===== config.mk =====
export PLATFORM = sky130hd
export DESIGN_NAME = wdt_top
export DESIGN_NICKNAME = d
export VERILOG_FILES = /design/src/rtl/wdt_pkg.sv /design/src/rtl/wdt_cmd_dec.sv /design/src/rtl/wdt_period_gen.sv /design/src/rtl/wdt_duty_gen.sv /design/src/rtl/wdt_status.sv /design/src/rtl/wdt_top.sv
export SDC_FILE = /design/constraint.sdc
export NUM_CORES = 1
export LEC_CHECK = 0
export BUFFER_PORTS_ARGS = -buffer_cell sky130_fd_sc_hd__buf_2
export CAP_MARGIN = 40
export CELL_PAD_IN_SITES_DETAIL_PLACEMENT = 0
export CELL_PAD_IN_SITES_GLOBAL_PLACEMENT = 1
export CORE_UTILIZATION = 45
export CTS_CLUSTER_SIZE = 20
export DETAILED_ROUTE_END_ITERATION = 7
export GPL_TIMING_DRIVEN = 0
export MAX_ROUTING_LAYER = met4
export PLACE_DENSITY = 0.85
export SLEW_MARGIN = 20
export SYNTH_ARGS = -nofsm -noshare
export SYNTH_HDL_FRONTEND = slang
export SYNTH_SLANG_ARGS = --single-unit

===== constraint.sdc =====
create_clock -name clk_i -period 2.85 [get_ports clk_i]
set_input_delay 0.285 -clock clk_i [delete_from_list [all_inputs] [get_ports clk_i]]
set_output_delay 0.285 -clock clk_i [all_outputs]
set_load 0.05 [all_outputs]

===== src/rtl/wdt_pkg.sv =====
package wdt_pkg;
  localparam int CMD_W  = 16;
  localparam int MANT_W = 8;
  localparam int EXP_W  = 5;
  localparam int DUTY_W = 7;
  localparam int WAKE_OP_LSB = MANT_W + EXP_W;
  localparam int DUTY_OP_LSB = DUTY_W + 1;
  localparam logic [CMD_W-WAKE_OP_LSB-1:0] WAKE_OP = 3'b111;
  localparam logic [CMD_W-DUTY_OP_LSB-1:0] DUTY_OP = 8'hC8;

  typedef struct packed {
    logic [EXP_W-1:0]  expo;
    logic [MANT_W-1:0] mant;
  } wake_cfg_t;

  typedef struct packed {
    logic [DUTY_W-1:0] on_code;
    logic              en;
  } duty_cfg_t;
endpackage


===== src/rtl/wdt_cmd_dec.sv =====
module wdt_cmd_dec
  import wdt_pkg::*;
#(
  parameter logic [CMD_W-1:0] WAKE_RST = 16'hE196,
  parameter logic [CMD_W-1:0] DUTY_RST = 16'hC80E
) (
  input  logic             clk_i,
  input  logic             rst_ni,
  input  logic [CMD_W-1:0] cmd_i,
  input  logic             cmd_we_i,
  output wake_cfg_t        wake_cfg_o,
  output duty_cfg_t        duty_cfg_o
);
  logic wake_hit, duty_hit;

  assign wake_hit = cmd_we_i && (cmd_i[CMD_W-1:WAKE_OP_LSB] == WAKE_OP);
  assign duty_hit = cmd_we_i && (cmd_i[CMD_W-1:DUTY_OP_LSB] == DUTY_OP);

  always_ff @(posedge clk_i or negedge rst_ni) begin
    if (!rst_ni) begin
      wake_cfg_o <= wake_cfg_t'(WAKE_RST[WAKE_OP_LSB-1:0]);
      duty_cfg_o <= duty_cfg_t'(DUTY_RST[DUTY_OP_LSB-1:0]);
    end else begin
      if (wake_hit) wake_cfg_o <= wake_cfg_t'(cmd_i[WAKE_OP_LSB-1:0]);
      if (duty_hit) duty_cfg_o <= duty_cfg_t'(cmd_i[DUTY_OP_LSB-1:0]);
    end
  end


  wake_load_chk: assert property (@(posedge clk_i) disable iff (!rst_ni)
    (cmd_we_i && cmd_i[CMD_W-1:WAKE_OP_LSB] == WAKE_OP) |=>
      (wake_cfg_o == $past(cmd_i[WAKE_OP_LSB-1:0])));

  other_word_chk: assert property (@(posedge clk_i) disable iff (!rst_ni)
    (!cmd_we_i || (cmd_i[CMD_W-1:WAKE_OP_LSB] != WAKE_OP &&
                   cmd_i[CMD_W-1:DUTY_OP_LSB] != DUTY_OP)) |=>
      ($stable(wake_cfg_o) && $stable(duty_cfg_o)));
endmodule


===== src/rtl/wdt_period_gen.sv =====
module wdt_period_gen
  import wdt_pkg::*;
(
  input  logic              clk_i,
  input  logic              rst_ni,
  input  logic              tick_i,
  input  logic              run_en_i,
  input  wake_cfg_t         cfg_i,
  output logic              wake_o,
  output logic              run_o,
  output logic              mant_nz_o,
  output logic [MANT_W-1:0] unit_idx_o
);
  localparam int PRE_W = 1 << EXP_W;
  localparam int IW    = EXP_W + 1;

  logic              run_q;
  logic [PRE_W-1:0]  pre_cnt, pre_lim;
  logic [MANT_W-1:0] unit_cnt;
  wake_cfg_t         act;
  logic              pre_last, unit_last;

  // base unit is 2^expo ticks: terminal value has the low expo bits set
  always_comb begin
    for (int i = 0; i < PRE_W; i++) pre_lim[i] = (IW'(i) < IW'(act.expo));
  end

  assign pre_last  = (pre_cnt == pre_lim);
  assign unit_last = (unit_cnt == act.mant - MANT_W'(1));

  always_ff @(posedge clk_i or negedge rst_ni) begin
    if (!rst_ni) begin
      run_q    <= 1'b0;
      pre_cnt  <= '0;
      unit_cnt <= '0;
      act      <= '0;
      wake_o   <= 1'b0;
    end else begin
      run_q  <= run_en_i;
      wake_o <= 1'b0;
      if (run_en_i && !run_q) begin
        act      <= cfg_i;
        pre_cnt  <= '0;
        unit_cnt <= '0;
      end else if (run_en_i && tick_i && act.mant != '0) begin
        if (pre_last) begin
          pre_cnt <= '0;
          if (unit_last) begin
            unit_cnt <= '0;
            wake_o   <= 1'b1;
            act      <= cfg_i;   // new period takes the pending setting
          end else begin
            unit_cnt <= unit_cnt + MANT_W'(1);
          end
        end else begin
          pre_cnt <= pre_cnt + PRE_W'(1);
        end
      end
    end
  end

  assign run_o      = run_q;
  assign mant_nz_o  = (act.mant != '0);
  assign unit_idx_o = unit_cnt;


  wake_after_tick_chk: assert property (@(posedge clk_i) disable iff (!rst_ni)
    wake_o |-> $past(tick_i));

  no_wake_idle_chk: assert property (@(posedge clk_i) disable iff (!rst_ni)
    !run_en_i |=> !wake_o);

  zero_mant_chk: assert property (@(posedge clk_i) disable iff (!rst_ni)
    (act.mant == '0) |=> !wake_o);
endmodule


===== src/rtl/wdt_duty_gen.sv =====
module wdt_duty_gen
  import wdt_pkg::*;
(
  input  duty_cfg_t         cfg_i,
  input  logic              run_i,
  input  logic              mant_nz_i,
  input  logic [MANT_W-1:0] unit_idx_i,
  output logic              rx_en_o
);
  localparam int CW = (MANT_W > DUTY_W + 1) ? MANT_W : DUTY_W + 1;

  logic [CW-1:0] on_units, idx_ext;

  assign on_units = CW'({cfg_i.on_code, 1'b1});   // 2*D + 1
  assign idx_ext  = CW'(unit_idx_i);
  assign rx_en_o  = cfg_i.en && run_i && mant_nz_i && (idx_ext < on_units);
endmodule


===== src/rtl/wdt_status.sv =====
module wdt_status (
  input  logic clk_i,
  input  logic rst_ni,
  input  logic wake_i,
  input  logic stat_rd_i,
  output logic ovf_o
);
  always_ff @(posedge clk_i or negedge rst_ni) begin
    if (!rst_ni)        ovf_o <= 1'b0;
    else if (wake_i)    ovf_o <= 1'b1;   // a new event beats a read
    else if (stat_rd_i) ovf_o <= 1'b0;
  end


  ovf_set_chk: assert property (@(posedge clk_i) disable iff (!rst_ni)
    wake_i |=> ovf_o);

  ovf_clr_chk: assert property (@(posedge clk_i) disable iff (!rst_ni)
    (stat_rd_i && !wake_i) |=> !ovf_o);

  ovf_hold_chk: assert property (@(posedge clk_i) disable iff (!rst_ni)
    (ovf_o && !stat_rd_i) |=> ovf_o);
endmodule


===== src/rtl/wdt_top.sv =====
module wdt_top
  import wdt_pkg::*;
#(
  parameter logic [CMD_W-1:0] WAKE_RST = 16'hE196,
  parameter logic [CMD_W-1:0] DUTY_RST = 16'hC80E
) (
  input  logic             clk_i,
  input  logic             rst_ni,
  input  logic             tick_i,
  input  logic [CMD_W-1:0] cmd_i,
  input  logic             cmd_we_i,
  input  logic             run_en_i,
  input  logic             stat_rd_i,
  output logic             wake_o,
  output logic             ovf_o,
  output logic             rx_en_o
);
  wake_cfg_t         wake_cfg;
  duty_cfg_t         duty_cfg;
  logic              run, mant_nz;
  logic [MANT_W-1:0] unit_idx;

  wdt_cmd_dec #(.WAKE_RST(WAKE_RST), .DUTY_RST(DUTY_RST)) u_dec (
    .clk_i, .rst_ni, .cmd_i, .cmd_we_i,
    .wake_cfg_o(wake_cfg), .duty_cfg_o(duty_cfg)
  );

  wdt_period_gen u_per (
    .clk_i, .rst_ni, .tick_i, .run_en_i,
    .cfg_i(wake_cfg), .wake_o, .run_o(run),
    .mant_nz_o(mant_nz), .unit_idx_o(unit_idx)
  );

  wdt_duty_gen u_duty (
    .cfg_i(duty_cfg), .run_i(run), .mant_nz_i(mant_nz),
    .unit_idx_i(unit_idx), .rx_en_o
  );

  wdt_status u_stat (
    .clk_i, .rst_ni, .wake_i(wake_o), .stat_rd_i, .ovf_o
  );


  duty_off_chk: assert property (@(posedge clk_i) disable iff (!rst_ni)
    (cmd_we_i && cmd_i[CMD_W-1:DUTY_OP_LSB] == DUTY_OP && !cmd_i[0]) |=> !rx_en_o);

  rx_idle_chk: assert property (@(posedge clk_i) disable iff (!rst_ni)
    !run_en_i |=> !rx_en_o);
endmodule


Yosys cells after proc, flatten, opt, wreduce, memory -nomap -nowiden
Cells that the tools add are included.

Input bits: 22. Bits in latches: 0. Memory bits (writable): 0. Flip-flop bits (word level): 77. Memories: 0. Word-level logic and storage cells: 83. Output and inout bits: 3. ROM bits: 0.

Bitwise logic cells: 0. Multipliers: 0. Magnitude comparators: 32. Mux-type cells: 17. Shifts and indexed selects: 0. Reduce and logical (&&, ||, !) cells: 16. Divide/modulo/power cells: 0. Equal/unequal tests: 4. $add $sub $neg: 3.

Operators by type and width (count): $mux W32 (3); $lt A5 B5 Y1 const A (15); $mux W13 (4); $lt A4 B5 Y1 const A (8); $add A32 B1 Y32 const B (1); $eq A32 B31 Y1 (1); $mux W8 (4); $lt A3 B5 Y1 const A (4); $lt A1 B5 Y1 const A (2); $lt A2 B5 Y1 const A (2); $add A8 B1 Y8 const B (1); $eq A8 B8 Y1 (1); $eq A8 B8 Y1 const B (1); $logic_and A1 B1 Y1 (8); $lt A8 B8 Y1 (1); $reduce_bool A2 Y1 (4); $reduce_bool A8 Y1 (1); $sub A8 B1 Y8 const B (1); $mux W1 (6); $eq A3 B3 Y1 const B (1); $reduce_and A3 Y1 (1); $reduce_and A2 Y1 (1); $logic_not A1 Y1 (1).

Longest topological paths before layout
Depth in word-level cells: 6. Depth in mapped cells: 13. Gate-level depth less buffers: 9.

By module
A second synthesis with hierarchy kept.

Cell total of the unflattened synthesis: 521. Area, all modules: 4854.7 sq um.

Modules (own cells, without submodules): wdt_period_gen (area each 3799.9 sq um, times used 1, sequential area each 1376.3 sq um, cells an instance 447); wdt_cmd_dec (area each 843.3 sq um, times used 1, sequential area each 535.5 sq um, cells an instance 47); wdt_duty_gen (area each 175.2 sq um, times used 1, sequential area each 0.0 sq um, cells an instance 24); wdt_status (area each 36.3 sq um, times used 1, sequential area each 25.0 sq um, cells an instance 3).

Worst setup path before layout
No wires, ideal clock.

Kind: flip-flop to output port. Start: register u_dec.duty_cfg_o[1] in the netlist's numbering. End: output port rx_en_o. Cell stages (with the launch flop): 10. Data required time: 2.565 ns. Setup slack: 0.249 ns. Data arrival time: 2.316 ns. Buffers on the path: 0. Path through: dfstp_2 > inv_1 > ha_1 > a21o_1 > a21o_1 > a21oi_1 > nor2b_1 > o21ai_0 > nand2b_1 > a31oi_1.

Word-level cells in the longest chain between the ends: 2.

RTL lines: start: declaration (RTL line wdt_cmd_dec.sv:12) `output duty_cfg_t duty_cfg_o`; start signal: assignment (RTL line wdt_cmd_dec.sv:22) `duty_cfg_o <= duty_cfg_t'(DUTY_RST[DUTY_OP_LSB-1:0]);`; start signal: assignment (RTL line wdt_cmd_dec.sv:25) `if (duty_hit) duty_cfg_o <= duty_cfg_t'(cmd_i[DUTY_OP_LSB-1:0]);`; $lt A8 B8 Y1 (RTL line wdt_duty_gen.sv:16) `assign rx_en_o = cfg_i.en && run_i && mant_nz_i && (idx_ext < on_units);`; $logic_and A1 B1 Y1 (RTL line wdt_duty_gen.sv:16); end: declaration (RTL line wdt_top.sv:16) `output logic rx_en_o`.

No other way between the ends.

Final worst setup path
Start: register u_per.act[11] in the netlist's numbering. End: register u_per.act[1] in the netlist's numbering.

Word-level cells in the longest chain between the ends: 4. Elaborated cells on any way between the ends: 34. Classes of those cells: order compare (31); eq/ne (1); reduce/logical (2).

RTL lines: start: declaration (RTL line wdt_period_gen.sv:20) `wake_cfg_t act;`; start signal: assignment (RTL line wdt_period_gen.sv:42) `act <= cfg_i;`; start signal: assignment (RTL line wdt_period_gen.sv:51) `act <= cfg_i;`; $lt A1 B5 Y1 (tied with other cells) (RTL line wdt_period_gen.sv:25) `for (int i = 0; i < PRE_W; i++) pre_lim[i] = (IW'(i) < IW'(act.expo));`; $eq A32 B31 Y1 (*) (RTL line wdt_period_gen.sv:28) `assign pre_last = (pre_cnt == pre_lim);`; $reduce_bool A2 Y1 (no source line) (*); $reduce_and A3 Y1 (no source line) (*).

Mark *: on every way between the ends. The rest lies on a longest branch, timed or not. A chain may end at the register's enable or synchronous reset.

==> flow_summary.yaml <==
outcome:
  outcome: "finished clean"
yosys:
  syn_area_um2: 4900
  syn_inst: 522
  synth_seq_area_share: 0.395
  synth_ff_type: "dfrtp_1"
  async_flop_share: 1.00
  ys.warnings.count: 0
  synth_area_per_cell_um2: 9.39
  syn_nets: 555
  ys_types: 65
  synth-edff-count: 0
  ys_ff_latch: 77
sta:
  hold_viol: 0
  worst_slew_pin_slew_ns: 0.712
  drv_slew: 0
  fin_worst_hold_slack_ns: 0.0901
  skew_ns: 0.0145
  maxSlewHeadroom: 0.522
  fmax_mhz: 365
  finalSetupViolCount: 0
  rsz0062_at_grt: "false"
  period_needed_ns: 2.74
  fin_crit_sh: 0.962
power:
  powerDensity_nw_per_um2: 613
  total_power_mw: 3.36
  ir_worst_vdd_uv: 401
  p_leak_nw: 2.33
cells_and_area:
  final_layout_size_suffix_gt1_frac: 0.225
  stdcell_area_um2: 5480
  multi_input_area_um2: 2700
  n_fill_cell: 969
  layout.nets: 592
  seqCellArea_um2: 1940
  antenna_cells: 0
  layout-area-overhead-vs-synth_pct: 11.8
  fin_util: 0.524
grt:
  antenna_found_initial: 0
  grt_start_max_net_pins: 59
  grt_use_total: 0.235
  overflow: 0
  grt_pass1_wl_mm: 19.9
  grt_pass1_vias: 3894
worst_setup_path:
  worstRegToRegCells: 11
  critical_path.max_fanout: 10
  crit_path_end_kind: "flop"
  setup.worst_path.class: "reg -> reg"
  path_depth: 11
  endpoint: "u_per.act[1]"
  crit_start: "u_per.act[11]"
  arrival_ns: 3.00
  cp_num_buf_inv: 3
  max_stage_delay_ns: 0.37
  cp.required_ns: 3.11
  r2r_slack_ns: 0.11
  critPathSlowestCell: "dfrtp_1"
  crit_path_cell_trace: "buf_4 -> buf_6 -> nor4_1 -> o21ai_0 -> a22oi_1 -> o2111a_1 -> and4_4 -> and4_1 -> a21o_4 -> buf_12 -> mux2_4"
  r2r-start: "u_per.act[11]"
  worst_setup_path_start_kind: "flop"
  rr_endpoint: "u_per.act[1]"
  cp_top_family: "compound AO/OA/AOI/OAI gates"
detailed_routing:
  drtAntennaViolNets: 0
  drcViolationCount: 0
  wirelength_mm: 11.7
  num_vias: 3937
  dr.pass1.iters: 5
  drtIter0Drc: 187
  wl_per_cell_um: 16.7
  via_per_inst: 5.62
die:
  io_pins: 25
  die_y_um: 106
  die-width_um: 106
  core_area_um2: 10500
  initial_core_util: 0.468
  die_area_um2: 11300
  rows: 37
place:
  post_dp_cell_area_um2: 5220
  globalplace.congestion: 0.882
  numPortBuffers: 24
  place_hpwl_mm: 8.74
flow_run:
  max-cap-violations: 0
cts:
  h-tree-depth: 3
  cts_buffers: 9
  cts_root_buffer: "clkbuf_8"
  tritoncts: "yes"
  cts_max_path_buffers: 2
  clk_pin_slew_ns: 0.09
  postCtsSetupRepairBufs: 0
  worst_skew_pair.late_latency_ns: 0.36
  cts.sinks: 77
worst_hold_path:
  hold_class: "in -> reg"
  holdPathStages: 1
per-stage QoR:
| stage | std cells | worst slack [ns] | setup TNS [ns] |
|---|---|---|---|
| floorplan | 522 | 0.249 | 0 |
| finish | 700 | 0.109 | 0 |
| global route | 700 | 0.00269 | 0 |
| CTS | 700 | 0.0172 | 0 |
| global placement | 682 | 0.0446 | 0 |
| detailed placement | 683 | -0.0167 | -0.0750 |
worst min path at each step:
stage                            start                   end  slack, ns
after global routing          run_en_i           u_per.run_o       0.06
after detailed placement        rst_ni  u_dec.wake_cfg_o[10]       0.20
after global placement    u_per.wake_o          u_stat.ovf_o       0.43
after CTS                     run_en_i           u_per.run_o       0.06
final                         run_en_i           u_per.run_o       0.09
after floorplan                 rst_ni   u_dec.duty_cfg_o[0]      -0.01
synth_stat cells (5+ instances only):
| master | instances | area, µm² |
|---|---|---|
| mux2_4 | 10 | 150 |
| mux2_2 | 24 | 270 |
| nand4_1 | 12 | 75.1 |
| nor2b_1 | 6 | 37.5 |
| nand3_1 | 25 | 125 |
| nor4_1 | 6 | 37.5 |
| dfrtp_1 | 69 | 1730 |
| buf_6 | 9 | 101 |
| xnor2_1 | 21 | 184 |
| nor2_1 | 59 | 221 |
| and3_1 | 13 | 81.3 |
| ha_1 | 11 | 138 |
| inv_1 | 19 | 71.3 |
| dfstp_2 | 8 | 210 |
| nand2_1 | 46 | 173 |
| o211ai_1 | 10 | 75.1 |
| nand2b_1 | 9 | 56.3 |
| a31oi_1 | 6 | 37.5 |
| buf_2 | 9 | 45.0 |
| xor2_1 | 19 | 166 |
| nor3_1 | 18 | 90.1 |
| a21oi_1 | 20 | 100 |
| clkbuf_1 | 8 | 30.0 |
| o21ai_0 | 16 | 80.1 |
| a211oi_1 | 5 | 37.5 |
layer usage:
layer	GRT usage	routed length (µm)	vias to the layer above
met5	-	0	-
met4	0.0972	207	0
met3	0.0343	397	18
met2	0.365	5600	85
met1	0.307	5470	1908
li1	-	-	1926
registers in the layout, summed over array words and instances, names as in the netlist:
name	cells
u_dec.duty_cfg_o	8
u_dec.wake_cfg_o	13
u_per.act	13
u_per.pre_cnt	32
u_per.run_o	1
u_per.unit_idx_o	8
u_per.wake_o	1
u_stat.ovf_o	1
where the power goes:
part / internal [mW] / switching (mW) / leakage, nW
Combinational: 0.492 / 0.635 / 1.25
Clock: 0.425 / 0.455 / 0.105
Sequential: 1.23 / 0.121 / 0.984
Total: 2.15 / 1.21 / 2.33
layout by cell type, fill, tap and decap left out, types with 19 or more instances in the layout:
cell | synthesis | routed
dfrtp_1 | 69 | 68
nor2_1 | 59 | 58
nand2_1 | 46 | 45
buf_2 | 9 | 29
nand3_1 | 25 | 25
mux2_2 | 24 | 24
xnor2_1 | 21 | 21
inv_1 | 19 | 19
a21oi_1 | 20 | 19
xor2_1 | 19 | 19
cell families (layout without fill, tap and decap cells):
group           count (synthesis)  after routing  synth area share
buf+inv                        50             92            0.0592
simple gates                  225            225             0.236
fa+ha+maj                      11             11            0.0281
xor+xnor                       40             40            0.0715
flops                          77             77             0.395
compound gates                 85             85             0.124
mux                            34             34            0.0858
worst reg2reg max path, cell delays in order (launching register included):
cell	delay (ns)
dfrtp_1	0.37
buf_4	0.16
buf_6	0.15
nor4_1	0.20
o21ai_0	0.16
a22oi_1	0.21
o2111a_1	0.23
and4_4	0.25
and4_1	0.24
a21o_4	0.19
buf_12	0.16
mux2_4	0.31
final cells by class:
| cell class | count | share of cell area |
|---|---|---|
| Inverter | 19 | 0.0130 |
| Clock buffer | 9 | 0.0226 |
| Buffer | 31 | 0.0409 |
| Timing Repair Buffer | 26 | 0.0297 |
| Sequential cell | 77 | 0.354 |
| Multi-Input combinational cell | 395 | 0.493 |
| Tap cell | 136 | 0.0310 |
| Clock inverter | 7 | 0.0167 |
what timing repair did:
item | 4_1_cts | 5_1_grt
hold buffers | 1 | 0
endpoints found under the hold margin | 18 | 0
pin swaps | 0 | 3
gates resized for setup | 2 | 11
endpoints found under the setup margin | 13 | 40
Note: power is estimated with default switching activity, not from simulation.
